$ cat src/rtl/i2cs_stat_pkg.sv
package i2cs_stat_pkg;

  // Bit positions inside the status word (software decodes them)
  localparam int BIT_TX_EMPTY = 0;
  localparam int BIT_TX_UNF   = 1;
  localparam int BIT_TX_IRQ   = 2;
  localparam int BIT_RX_IRQ   = 3;
  localparam int BIT_RX_OVF   = 4;
  localparam int BIT_NOACK    = 5;
  localparam int BIT_BUSY     = 6;
  localparam int BIT_GC_IRQ   = 7;
  localparam int BIT_GC_TYPE  = 8;
  localparam int BIT_STOP_IRQ = 10;
  localparam int BIT_ID       = 11;
  localparam int BIT_RPT      = 13;
  localparam int BIT_START    = 14;
  localparam int USED_BITS    = 15;

  // Strobes from the sequencing control to the flag datapath
  typedef struct packed {
    logic setStart;
    logic setRpt;
    logic loadId;
    logic setBusy;
    logic stopEvt;
    logic stopMatched;
    logic setGc;
    logic loadGcType;
    logic gcReset;
  } ctrlStb_t;

endpackage

$ cat src/rtl/i2cs_stat_ctrl.sv
module i2cs_stat_ctrl
  import i2cs_stat_pkg::*;
(
  input  logic     clk,
  input  logic     rstN,
  input  logic     startStb,
  input  logic     rptStartStb,
  input  logic     stopStb,
  input  logic     byteStb,
  input  logic     gcEnable,
  input  logic     idHit,
  input  logic     gcAddrHit,
  input  logic [1:0] gcTypeDec,
  output ctrlStb_t stb,
  output logic     gcResetPulse
);

  typedef enum logic [2:0] {S_IDLE, S_ADDR, S_MATCH, S_GC2, S_SKIP} seqState_t;

  seqState_t state, nextState;
  logic      isRpt, nextRpt;
  logic      matchedRun, nextRun;

  always_comb begin
    stb       = '0;
    nextState = state;
    nextRpt   = isRpt;
    nextRun   = matchedRun;
    if (stopStb) begin
      stb.stopEvt     = 1'b1;
      stb.stopMatched = matchedRun;
      nextState       = S_IDLE;
      nextRun         = 1'b0;
    end else if (startStb || rptStartStb) begin
      nextState = S_ADDR;
      nextRpt   = rptStartStb;
    end else if (byteStb) begin
      case (state)
        S_ADDR: begin
          if (idHit) begin
            stb.loadId  = 1'b1;
            stb.setBusy = 1'b1;
            stb.setStart = !isRpt;
            stb.setRpt   = isRpt;
            nextRun     = 1'b1;
            nextState   = S_MATCH;
          end else if (gcAddrHit && gcEnable) begin
            stb.setGc   = 1'b1;
            stb.setBusy = 1'b1;
            nextRun     = 1'b1;
            nextState   = S_GC2;
          end else begin
            nextState = S_SKIP;
          end
        end
        S_GC2: begin
          stb.loadGcType = 1'b1;
          stb.gcReset    = (gcTypeDec == 2'b01);
          nextState      = S_MATCH;
        end
        default: ;
      endcase
    end
  end

  always_ff @(posedge clk) begin
    if (!rstN) begin
      state        <= S_IDLE;
      isRpt        <= 1'b0;
      matchedRun   <= 1'b0;
      gcResetPulse <= 1'b0;
    end else begin
      state        <= nextState;
      isRpt        <= nextRpt;
      matchedRun   <= nextRun;
      gcResetPulse <= stb.gcReset;
    end
  end

endmodule

$ cat src/rtl/i2cs_stat_dpath.sv
module i2cs_stat_dpath
  import i2cs_stat_pkg::*;
#(
  parameter int ADDR_W  = 7,
  parameter int NUM_IDS = 4,
  parameter int STAT_W  = 32,
  localparam int IDX_W  = $clog2(NUM_IDS)
) (
  input  logic                      clk,
  input  logic                      rstN,
  input  logic [ADDR_W:0]           rxByte,
  input  logic [NUM_IDS*ADDR_W-1:0] slaveIds,
  input  logic [ADDR_W-1:0]         altId,
  input  ctrlStb_t                  stb,
  input  logic                      gcClearStb,
  input  logic                      statusRd,
  input  logic                      noDataStb,
  input  logic                      rxOverflowStb,
  input  logic                      rxDataStb,
  input  logic                      rxReadStb,
  input  logic                      rxFlushStb,
  input  logic                      txDoneStb,
  input  logic                      txWriteStb,
  input  logic                      txEmptyStb,
  input  logic                      txUnderflowStb,
  output logic                      idHit,
  output logic                      gcAddrHit,
  output logic [1:0]                gcTypeDec,
  output logic [STAT_W-1:0]         status,
  output logic                      irq
);

  logic [ADDR_W-1:0] rxAddr;
  logic              rxDir;
  logic [NUM_IDS-1:0] hitVec;
  logic [IDX_W-1:0]   idIdx;

  assign rxAddr = rxByte[ADDR_W:1];
  assign rxDir  = rxByte[0];

  // One comparator per programmable ID
  for (genvar i = 0; i < NUM_IDS; i++) begin : g_cmp
    assign hitVec[i] = (rxAddr == slaveIds[i*ADDR_W +: ADDR_W]);
  end

  // Lowest index wins
  always_comb begin
    idHit = 1'b0;
    idIdx = '0;
    for (int i = NUM_IDS - 1; i >= 0; i--) begin
      if (hitVec[i]) begin
        idHit = 1'b1;
        idIdx = IDX_W'(i);
      end
    end
  end

  assign gcAddrHit = (rxAddr == '0) && !rxDir;

  always_comb begin
    if (rxByte == (ADDR_W+1)'(6))      gcTypeDec = 2'b01;
    else if (rxByte == (ADDR_W+1)'(4)) gcTypeDec = 2'b10;
    else if (rxDir && rxAddr == altId) gcTypeDec = 2'b11;
    else                               gcTypeDec = 2'b00;
  end

  logic             startF, rptF, busyF, stopIrqF, gcIrqF;
  logic [IDX_W-1:0] idF;
  logic [1:0]       gcTypeF;
  logic             noAckF, rxOvfF, rxIrqF, txIrqF, txUnfF, txEmptyF;

  always_ff @(posedge clk) begin
    if (!rstN) begin
      startF <= 1'b0; rptF <= 1'b0; busyF <= 1'b0; stopIrqF <= 1'b0;
      gcIrqF <= 1'b0; idF <= '0; gcTypeF <= 2'b00;
      noAckF <= 1'b0; rxOvfF <= 1'b0; rxIrqF <= 1'b0;
      txIrqF <= 1'b0; txUnfF <= 1'b0; txEmptyF <= 1'b1;
    end else begin
      // clears first, sets afterwards so a set wins
      if (stb.stopEvt) begin
        startF <= 1'b0; rptF <= 1'b0; busyF <= 1'b0;
      end
      if (statusRd) begin
        rptF <= 1'b0; stopIrqF <= 1'b0; noAckF <= 1'b0; rxOvfF <= 1'b0;
      end
      if (rxReadStb || rxFlushStb) rxIrqF <= 1'b0;
      if (txWriteStb) begin
        txIrqF <= 1'b0; txUnfF <= 1'b0; txEmptyF <= 1'b0;
      end
      if (gcClearStb) begin
        gcIrqF <= 1'b0; gcTypeF <= 2'b00;
      end

      if (stb.setStart) startF <= 1'b1;
      if (stb.setRpt)   rptF   <= 1'b1;
      if (stb.loadId)   idF    <= idIdx;
      if (stb.setBusy)  busyF  <= 1'b1;
      if (stb.stopEvt && stb.stopMatched) stopIrqF <= 1'b1;
      if (stb.setGc)      gcIrqF  <= 1'b1;
      if (stb.loadGcType) gcTypeF <= gcTypeDec;
      if (noDataStb)      noAckF  <= 1'b1;
      if (rxOverflowStb)  rxOvfF  <= 1'b1;
      if (rxDataStb)      rxIrqF  <= 1'b1;
      if (txDoneStb)      txIrqF  <= 1'b1;
      if (txUnderflowStb) txUnfF  <= 1'b1;
      if (txEmptyStb)     txEmptyF <= 1'b1;

      // general-call reset returns everything but the call record
      if (stb.gcReset) begin
        startF <= 1'b0; rptF <= 1'b0; busyF <= 1'b0; stopIrqF <= 1'b0;
        idF <= '0; noAckF <= 1'b0; rxOvfF <= 1'b0; rxIrqF <= 1'b0;
        txIrqF <= 1'b0; txUnfF <= 1'b0; txEmptyF <= 1'b1;
      end
    end
  end

  always_comb begin
    status = '0;
    status[BIT_TX_EMPTY] = txEmptyF;
    status[BIT_TX_UNF]   = txUnfF;
    status[BIT_TX_IRQ]   = txIrqF;
    status[BIT_RX_IRQ]   = rxIrqF;
    status[BIT_RX_OVF]   = rxOvfF;
    status[BIT_NOACK]    = noAckF;
    status[BIT_BUSY]     = busyF;
    status[BIT_GC_IRQ]   = gcIrqF;
    status[BIT_GC_TYPE +: 2] = gcTypeF;
    status[BIT_STOP_IRQ] = stopIrqF;
    status[BIT_ID +: IDX_W] = idF;
    status[BIT_RPT]      = rptF;
    status[BIT_START]    = startF;
  end

  assign irq = txIrqF | rxIrqF | gcIrqF | stopIrqF;

endmodule

$ cat src/rtl/i2cs_stat_top.sv
module i2cs_stat_top
  import i2cs_stat_pkg::*;
#(
  parameter int ADDR_W  = 7,
  parameter int NUM_IDS = 4,
  parameter int STAT_W  = 32
) (
  input  logic                      clk,
  input  logic                      rstN,
  input  logic                      startStb,
  input  logic                      rptStartStb,
  input  logic                      stopStb,
  input  logic                      byteStb,
  input  logic [ADDR_W:0]           rxByte,
  input  logic [NUM_IDS*ADDR_W-1:0] slaveIds,
  input  logic [ADDR_W-1:0]         altId,
  input  logic                      gcEnable,
  input  logic                      gcClearStb,
  input  logic                      statusRd,
  input  logic                      noDataStb,
  input  logic                      rxOverflowStb,
  input  logic                      rxDataStb,
  input  logic                      rxReadStb,
  input  logic                      rxFlushStb,
  input  logic                      txDoneStb,
  input  logic                      txWriteStb,
  input  logic                      txEmptyStb,
  input  logic                      txUnderflowStb,
  output logic [STAT_W-1:0]         status,
  output logic                      irq,
  output logic                      gcResetPulse
);

  ctrlStb_t   stb;
  logic       idHit, gcAddrHit;
  logic [1:0] gcTypeDec;

  i2cs_stat_ctrl ctrl_i (
    .clk(clk), .rstN(rstN),
    .startStb(startStb), .rptStartStb(rptStartStb), .stopStb(stopStb),
    .byteStb(byteStb), .gcEnable(gcEnable),
    .idHit(idHit), .gcAddrHit(gcAddrHit), .gcTypeDec(gcTypeDec),
    .stb(stb), .gcResetPulse(gcResetPulse)
  );

  i2cs_stat_dpath #(.ADDR_W(ADDR_W), .NUM_IDS(NUM_IDS), .STAT_W(STAT_W)) dpath_i (
    .clk(clk), .rstN(rstN),
    .rxByte(rxByte), .slaveIds(slaveIds), .altId(altId), .stb(stb),
    .gcClearStb(gcClearStb), .statusRd(statusRd),
    .noDataStb(noDataStb), .rxOverflowStb(rxOverflowStb),
    .rxDataStb(rxDataStb), .rxReadStb(rxReadStb), .rxFlushStb(rxFlushStb),
    .txDoneStb(txDoneStb), .txWriteStb(txWriteStb),
    .txEmptyStb(txEmptyStb), .txUnderflowStb(txUnderflowStb),
    .idHit(idHit), .gcAddrHit(gcAddrHit), .gcTypeDec(gcTypeDec),
    .status(status), .irq(irq)
  );

endmodule

$ cat config.mk
export PLATFORM = sky130hd
export DESIGN_NAME = i2cs_stat_top
export DESIGN_NICKNAME = d
export VERILOG_FILES = /design/src/rtl/i2cs_stat_pkg.sv /design/src/rtl/i2cs_stat_ctrl.sv /design/src/rtl/i2cs_stat_dpath.sv /design/src/rtl/i2cs_stat_top.sv
export SDC_FILE = /design/constraint.sdc
export NUM_CORES = 1
export LEC_CHECK = 0
export BUFFER_PORTS_ARGS = -buffer_cell sky130_fd_sc_hd__buf_2
export CAP_MARGIN = 15
export CORE_MARGIN = 5
export CORE_UTILIZATION = 47
export CTS_CLUSTER_DIAMETER = 80
export DETAILED_ROUTE_END_ITERATION = 12
export PLACE_DENSITY = 0.86
export RECOVER_POWER = 25
export SLEW_MARGIN = 20
export SYNTH_ARGS = -nofsm -noshare
export SYNTH_HDL_FRONTEND = slang
export SYNTH_SLANG_ARGS = --single-unit
$ cat constraint.sdc
create_clock -name clk -period 4.72 [get_ports clk]
set_input_delay 0.708 -clock clk [delete_from_list [all_inputs] [get_ports clk]]
set_output_delay 0.708 -clock clk [all_outputs]
set_load 0.05 [all_outputs]
# Word level (Yosys, flattened, before mapping)
# Index checks and enable logic that the tools add are counted.
# word_totals
ff_bits	21
out_inout_bits	34
word_cells	116
# classes
n_eq_ne	10
n_mux	50
bitwise_logic	6
n_reduce_logical	32
# ops
op	n
7-bit equality test	5
1-bit 2-to-1 mux	28
2-bit nonzero test	13
2-bit 2-to-1 mux	11
3-bit 2-to-1 mux	6
8-bit by 3-bit equality test with 1-bit output, second input constant	2
4-bit 2-to-1 mux	4
7-bit logical NOT	1
3-bit one-hot mux with 2 select lines	1
2-bit AND reduction	3
3-bit nonzero test	2
3-bit OR reduction	2
1-bit logical AND	4
4-bit AND reduction	1
2-bit OR reduction	2
3-bit by 1-bit equality test with 1-bit output, second input constant	1
3-bit by 2-bit equality test with 1-bit output, second input constant	1
1-bit inverter	3
1-bit bitwise OR	3
2-bit by 1-bit equality test with 1-bit output, second input constant	1
1-bit logical NOT	2
1-bit logical OR	2

# Logic depth before layout (Yosys ltp)
# Gate-level depths: netlist of the first run.
# logic_depth
word_depth	11
depth_mapped	7

# Cells and area by module
# From an unflattened synthesis of the first run, not the netlist that was laid out.
# unflattened
cells_unflattened	192
area_unflattened_um2	1707.9
# modules_own_cells
mod	n_inst	cells_per_inst	area_per_inst_um2	seq_area_each_um2
i2cs_stat_dpath	1	151	1312.5	300.3
i2cs_stat_ctrl	1	41	395.4	120.1

# Worst setup path before layout of the first run
# OpenSTA, ideal clock, no wires.
# synth_path
path_kind	input-to-reg
startpoint	input rxByte[5]
endpoint	register ctrl_i.state[0]
setup_ps	74
arrival_ps	1982
slack_ps	2664
path_stages	6
cell_sequence	buf_4 > nor4_2 > and2_1 > nand3_1 > or4_1 > a31oi_1
# synth_between
elab_chain_cells	9
elab_cells_between_ends	16
# synth_rtl
element	line	source
from (decl)	i2cs_stat_top.sv:14	input logic [ADDR_W:0] rxByte,
7-bit equality test	i2cs_stat_dpath.sv:43	assign hitVec[i] = (rxAddr == slaveIds[i*ADDR_W +: ADDR_W]);
1-bit 2-to-1 mux (4 in a row)	i2cs_stat_dpath.sv:51	if (hitVec[i]) begin
3-bit 2-to-1 mux *	i2cs_stat_ctrl.sv:40	if (idHit) begin
3-bit one-hot mux with 2 select lines *	i2cs_stat_ctrl.sv:38	case (state)
1-bit 2-to-1 mux *	i2cs_stat_ctrl.sv:37	end else if (byteStb) begin
1-bit 2-to-1 mux *	i2cs_stat_ctrl.sv:34	end else if (startStb || rptStartStb) begin
to (signal assigned)	i2cs_stat_ctrl.sv:73	state <= nextState;
to (decl)	i2cs_stat_ctrl.sv:20	seqState_t state, nextState;
# Every way passes the cells marked *; elsewhere a longest branch is shown, timed or not. The select of a mux whose other input is x is not followed.
# A chain may end at the register's enable or synchronous reset.

# Final worst setup path of the first run
# layout_path
startpoint	register dpath_i.rxIrqF
endpoint	output irq
# layout_between
elab_chain_cells	3
# layout_rtl
element	line	source
from (decl)	i2cs_stat_dpath.sv:70	logic noAckF, rxOvfF, rxIrqF, txIrqF, txUnfF, txEmptyF;
from (signal assigned)	i2cs_stat_dpath.sv:76	noAckF <= 1'b0; rxOvfF <= 1'b0; rxIrqF <= 1'b0;
from (signal assigned)	i2cs_stat_dpath.sv:86	if (rxReadStb || rxFlushStb) rxIrqF <= 1'b0;
from (signal assigned)	i2cs_stat_dpath.sv:103	if (rxDataStb) rxIrqF <= 1'b1;
1-bit bitwise OR (3 in a row)	i2cs_stat_dpath.sv:134	assign irq = txIrqF | rxIrqF | gcIrqF | stopIrqF;
to (decl)	i2cs_stat_top.sv:30	output logic irq,
# Every way passes these cells.

==> impl_metrics.py, run 1 <==
metrics = {
    "finish": {
        "area_growth_pct": 14.7,
        "multiInputGateArea_um2": 898,
        "nFillCells": 331,
        "fin_cells": 292,
        "drive_above_1_share_pct": 30.9,
        "final_common_cell": "buf_2",
        "register_area_um2": 420,
        "diodes": 0,
        "layout_common_cells": "buf_2 (68), xor2_1 (21), dfxtp_1 (21)",
        "nets": 308,
    },
    "die": {
        "core_um2": 3280,
        "die_x_um": 67.7,
        "pin_count": 95,
        "dieArea_um2": 4580,
        "initial_utilization_pct": 47.6,
        "rows": 21,
        "die_y_um": 67.7,
    },
    "pwr": {
        "p_per_area_nw_per_um2": 221,
        "peakVddDrop_mv": 0.0754,
        "total_power_uw": 395,
        "p_leak_nw": 0.839,
    },
    "critical_path": {
        "cp_cell_sequence": "or4_1, buf_2",
        "crit_buf_inv": 1,
        "path_depth": 2,
        "cp_slowest_cell": "or4_1",
        "critPathMaxFanout": 3,
        "cp_top_family": "simple AND/OR/NAND/NOR gates",
        "cp_data_arrival_time_ns": 1.36,
        "reg2reg_depth": 6,
        "cp-end-kind": "output pin",
        "required_ns": 4.01,
        "start_kind": "register",
        "slowest_delay_ns": 0.51,
        "r2r_slack_ns": 3.10,
        "crit_type": "reg2out",
    },
    "drt": {
        "viasPerCell": 4.73,
        "drc": 0,
        "wire_per_inst_um": 12.3,
        "routed_wirelength_um": 3590,
        "vias": 1380,
        "drt_iter0_drc": 83,
        "first_pass_iters": 4,
        "ant_nets": 0,
    },
    "sta": {
        "max_freq_mhz": 483,
        "period_minus_slack_ns": 2.07,
        "whs_ns": 0.465,
        "max-slew-margin-rel_pct": 59.1,
        "setup_viol": 0,
        "rsz0062_at_grt": "no",
        "finalHoldViolCount": 0,
        "slew_viol_final": 0,
        "skew_ns": 0.00329,
        "tns_ns": 0,
        "period_share_pct": 43.9,
        "tightest_slew_ns": 0.616,
    },
    "place": {
        "dp_cells": 288,
        "gp_congestion": 0.742,
        "hpwl_um": 3110,
        "io_buffers": 77,
    },
    "global_routing": {
        "grt_max_degree": 12,
        "gr-total-overflow": 0,
        "grt_usage_pct": 15.8,
        "grt_pass1_wl_um": 5480,
        "grt_pass1_vias": 1324,
        "antenna_found_initial": 0,
    },
    "worst_hold_path": {
        "hold_class": "reg2reg",
        "whs_path_depth": 2,
    },
    "synth": {
        "ys_warn_count": 0,
        "syn_inst": 186,
        "async_reset_ff_share_pct": 0,
        "syn_area_um2": 1560,
        "synth-main-ff-cell": "dfxtp_1",
        "synth-edff-count": 0,
        "post_synth.cell_area_avg_um2": 8.40,
        "yosysSeqAreaShare_pct": 26.9,
        "yosys_register_bits": 21,
        "synth_cell_type_count": 39,
    },
    "clock_network": {
        "post_cts_buffers": 0,
        "clock_latency_ns": 0.30,
        "numCtsBuffers": 3,
        "clockBufferDepth": 2,
        "cts_hold_buf": 0,
        "htreeDepth": 1,
        "cts.sinks": 21,
        "root_buffer": "clkbuf_4",
        "tritoncts": "yes",
        "cts_resized": 0,
        "clkTransAtPathRegs_ns": 0.11,
    },
    "run": {
        "drv_cap": 0,
    },
    "status": {
        "outcome": "finished clean",
    },
}
-- final cells by class --
| type | count | share of cell area, % |
|---|---|---|
| Timing Repair Buffer | 77 | 20.9 |
| Clock buffer | 4 | 1.47 |
| Sequential cell | 21 | 23.5 |
| Tap cell | 46 | 3.21 |
| Multi-Input combinational cell | 140 | 50.1 |
| Inverter | 4 | 0.838 |
-- synthesized netlist by cell type (all sizes together) (3+ instances only) --
| library cell | n | area share [%] |
|---|---|---|
| nand3 | 3 | 0.96 |
| nor2 | 18 | 4.3 |
| a21oi | 9 | 2.9 |
| nand2b | 5 | 2.0 |
| nor4 | 7 | 3.2 |
| xnor2 | 13 | 7.3 |
| xor2 | 22 | 13 |
| nor2b | 3 | 1.2 |
| buf | 36 | 18 |
| o21ai | 3 | 1.2 |
| nand2 | 8 | 1.9 |
| inv | 4 | 0.96 |
| nand4 | 7 | 3.2 |
| dfxtp | 21 | 27 |
-- sequential cells by signal, indices dropped and copies added, names as in the netlist --
register and flops:
dpath_i.noAckF 1, ctrl_i.state 3, dpath_i.txIrqF 1, ctrl_i.gcResetPulse 1, dpath_i.rxIrqF 1, dpath_i.busyF 1
dpath_i.txEmptyF 1, dpath_i.rxOvfF 1, dpath_i.gcTypeF 2, dpath_i.rptF 1, dpath_i.stopIrqF 1, dpath_i.gcIrqF 1
ctrl_i.matchedRun 1, ctrl_i.isRpt 1, dpath_i.idF 2, dpath_i.txUnfF 1, dpath_i.startF 1
-- final timing paths --
| kind | from | to |
|---|---|---|
| min reg2reg | dpath_i.rptF$_SDFFE_PP0P_ | dpath_i.rptF$_SDFFE_PP0P_ |
| min | dpath_i.rptF$_SDFFE_PP0P_ | dpath_i.rptF$_SDFFE_PP0P_ |
| max | dpath_i.rxIrqF$_SDFFE_PP0P_ | irq |
| max reg2reg | ctrl_i.state[2]$_SDFFE_PP0P_ | dpath_i.idF[0]$_SDFFE_PP0P_ |
-- worst min-delay path, delay by kind of cell, from the launching register on --
kind               cells  cell delay, ns
DFF                    1            0.32
AOI/OAI and AO/OA      1            0.05
and+or+nand+nor        1            0.05
-- cells by family after synthesis --
kind of cell / after synthesis / share of synthesized area (%)
and+or+nand+nor: 63 / 22.4
buffers and inverters: 41 / 19.5
xor gates and xnor gates: 35 / 20.1
AOI/OAI and AO/OA: 24 / 10.2
DFF: 21 / 26.9
muxes: 1 / 0.641
other: 1 / 0.240
-- where the power goes --
| group | total [mW] | internal (mW) | switching, mW |
|---|---|---|---|
| Sequential | 0.184 | 0.181 | 0.00232 |
| Clock | 0.0854 | 0.0330 | 0.0525 |
| Combinational | 0.126 | 0.0423 | 0.0840 |
| Total | 0.395 | 0.257 | 0.139 |
-- per-stage QoR --
step | instance area (um2) | worst slack [ns] | util [%]
finish | 1790 | 2.65 | 54.6
global route | 1790 | 2.57 | 54.6
CTS | 1800 | 2.64 | 54.9
detailed placement | 1780 | 2.40 | 54.1
global placement | 1780 | 2.43 | 54.1
floorplan | 1620 | 2.66 | -
-- layer usage --
metal / wire length [um] / GRT usage [%] / share of wire (%) / vias up
li1: - / - / - / 700
met1: 1350 / 17.1 / 37 / 604
met5: 0 / 0 / 0 / -
met2: 1820 / 28.4 / 51 / 72
met4: 41 / 7.34 / 1.1 / 0
met3: 390 / 3.99 / 11 / 4
(Power assumes the default switching activity.)
==> inputs of run 2 (changes only) <==
--- a/config.mk
+++ b/config.mk
@@ -8,10 +8,10 @@
 export BUFFER_PORTS_ARGS = -buffer_cell sky130_fd_sc_hd__buf_2
 export CAP_MARGIN = 15
 export CORE_MARGIN = 5
-export CORE_UTILIZATION = 47
+export CORE_UTILIZATION = 39
 export CTS_CLUSTER_DIAMETER = 80
 export DETAILED_ROUTE_END_ITERATION = 12
-export PLACE_DENSITY = 0.86
+export PLACE_DENSITY = 0.76
 export RECOVER_POWER = 25
 export SLEW_MARGIN = 20
 export SYNTH_ARGS = -nofsm -noshare
==> constraint.sdc (replaced) <==
create_clock -name clk -period 1.8 [get_ports clk]
set_input_delay 0.27 -clock clk [delete_from_list [all_inputs] [get_ports clk]]
set_output_delay 0.27 -clock clk [all_outputs]
set_load 0.05 [all_outputs]
==> run 2 against run 1 <==
Critical endpoint unchanged. Clock skew is 0.0022 ns lower. Register-to-register slack worse by 2.8 ns. Clock power grew to 3.6 times the previous value. Sequential share of layout area is 1.1 points lower.
==> impl_metrics.py, run 2 (same netlist as run 1, synthesis figures left out) <==
metrics = {
    "critical_path": {
        "critPathMaxFanout": 3,
        "reg2reg_depth": 5,
        "cp-end-kind": "output pin",
        "start_kind": "register",
        "crit_type": "reg2out",
        "required_ns": 1.53,
        "cp_data_arrival_time_ns": 1.30,
    },
    "finish": {
        "utilization_pct": 47.6,
        "fin_cells": 304,
        "regMostFlops": "ctrl_i.state",
        "drive_above_1_share_pct": 33.9,
        "layout_common_cells": "buf_2 (69), xor2_1 (21), dfxtp_1 (21)",
        "nets": 316,
        "largest_reg_flops": 3,
        "area_growth_pct": 20.2,
        "largest_registers": "ctrl_i.state: 3 flops, dpath_i.gcTypeF: 2 flops, dpath_i.idF: 2 flops",
        "diodes": 0,
        "final_common_cell": "buf_2",
        "final_area_um2": 1880,
    },
    "global_routing": {
        "antenna_found_initial": 0,
        "grt_pass1_vias": 1421,
        "grt_max_degree": 13,
        "gr-total-overflow": 0,
        "grt_usage_pct": 14.3,
        "grt_pass1_wl_um": 6020,
    },
    "pwr": {
        "p_leak_nw": 0.890,
        "p_per_area_nw_per_um2": 602,
        "peakVddDrop_mv": 0.244,
    },
    "sta": {
        "rsz0062_at_grt": "no",
        "slew_viol_final": 0,
        "tns_ns": 0,
        "max_freq_mhz": 635,
        "tightest_slew_ns": 0.612,
        "period_minus_slack_ns": 1.57,
        "setup_viol": 0,
        "setup_ws_ns": 0.226,
        "skew_ns": 0.00112,
        "finalHoldViolCount": 0,
        "max-slew-margin-rel_pct": 59.4,
        "period_share_pct": 87.4,
    },
    "drt": {
        "first_pass_iters": 4,
        "viasPerCell": 4.69,
        "vias": 1427,
        "ant_nets": 0,
        "drc": 0,
        "routed_wirelength_um": 3790,
        "drt_iter0_drc": 76,
        "wire_per_inst_um": 12.5,
    },
    "die": {
        "die_x_um": 73.3,
        "core_um2": 3940,
        "dieArea_um2": 5370,
        "initial_utilization_pct": 39.6,
        "rows": 23,
        "pin_count": 95,
        "die_y_um": 73.3,
    },
    "clock_network": {
        "clock_latency_ns": 0.26,
        "cts.sinks": 21,
        "post_cts_buffers": 0,
        "root_buffer": "clkbuf_8",
        "cts_resized": 0,
        "numCtsBuffers": 3,
        "cts_hold_buf": 0,
        "tritoncts": "yes",
        "htreeDepth": 1,
        "clockBufferDepth": 2,
        "clkTransAtPathRegs_ns": 0.08,
    },
    "status": {
        "outcome": "finished clean",
    },
    "place": {
        "dp_cells": 300,
        "place_area_um2": 1840,
        "place_ws_ns": 0.0356,
        "hpwl_um": 3190,
        "io_buffers": 77,
        "gp_congestion": 0.841,
    },
    "worst_hold_path": {
        "whs_path_depth": 3,
        "hold_class": "in2reg",
    },
    "run": {
        "drv_cap": 0,
    },
}
-- run 2: cell types whose count changed in the layout (fill, tap and decap cells not counted), sizes merged --
cell	previous run	this run
clkbuf	13	11
buf	68	77
clkinv	0	1
-- run 2: path summary, 6_finish.rpt --
check / endpoint / startpoint / slack (ns)
worst min register to register: dpath_i.rptF$_SDFFE_PP0P_ / dpath_i.rptF$_SDFFE_PP0P_ / 0.46
worst max register to register: dpath_i.busyF$_SDFFE_PP0P_ / ctrl_i.state[0]$_SDFFE_PP0P_ / 0.35
worst max-delay path: irq / dpath_i.rxIrqF$_SDFFE_PP0P_ / 0.23
worst min-delay path: dpath_i.txEmptyF$_SDFFE_PP1P_ / txEmptyStb / 0.19
-- run 2: per-layer routing --
| metal | wire length (um) | track usage, % | up-vias |
|---|---|---|---|
| li1 | - | - | 714 |
| met1 | 1550 | 17.1 | 634 |
| met2 | 1780 | 23.6 | 71 |
| met3 | 376 | 3.97 | 8 |
| met4 | 78 | 6.44 | 0 |
| met5 | 0 | 0 | - |
-- run 2: power breakdown --
group	switching [mW]	internal (mW)	total [mW]
registers	0.00599	0.475	0.481
logic	0.223	0.116	0.339
clock network	0.156	0.154	0.310
total	0.385	0.746	1.13
-- run 2: final cells by class --
cell class,instances,area [um2]
Clock inverter,1,5.00
Sequential cell,21,420
Timing Repair Buffer,85,435
Multi-Input combinational cell,140,898
Fill cell,388,2060
Tap cell,50,62.6
Inverter,4,15.0
Clock buffer,3,41.3
-- run 2: critical path: stages (launching register included) --
cell,delay (ns)
dfxtp_1,0.32
or4_1,0.50
buf_2,0.22
-- run 2: through the flow --
stage                     hold WS, ns  power, mW
after floorplan                 0.366      0.778
after global placement          0.438      0.830
after detailed placement        0.444      0.833
after CTS                       0.184       1.14
after global routing            0.187       1.19
final                           0.188       1.13
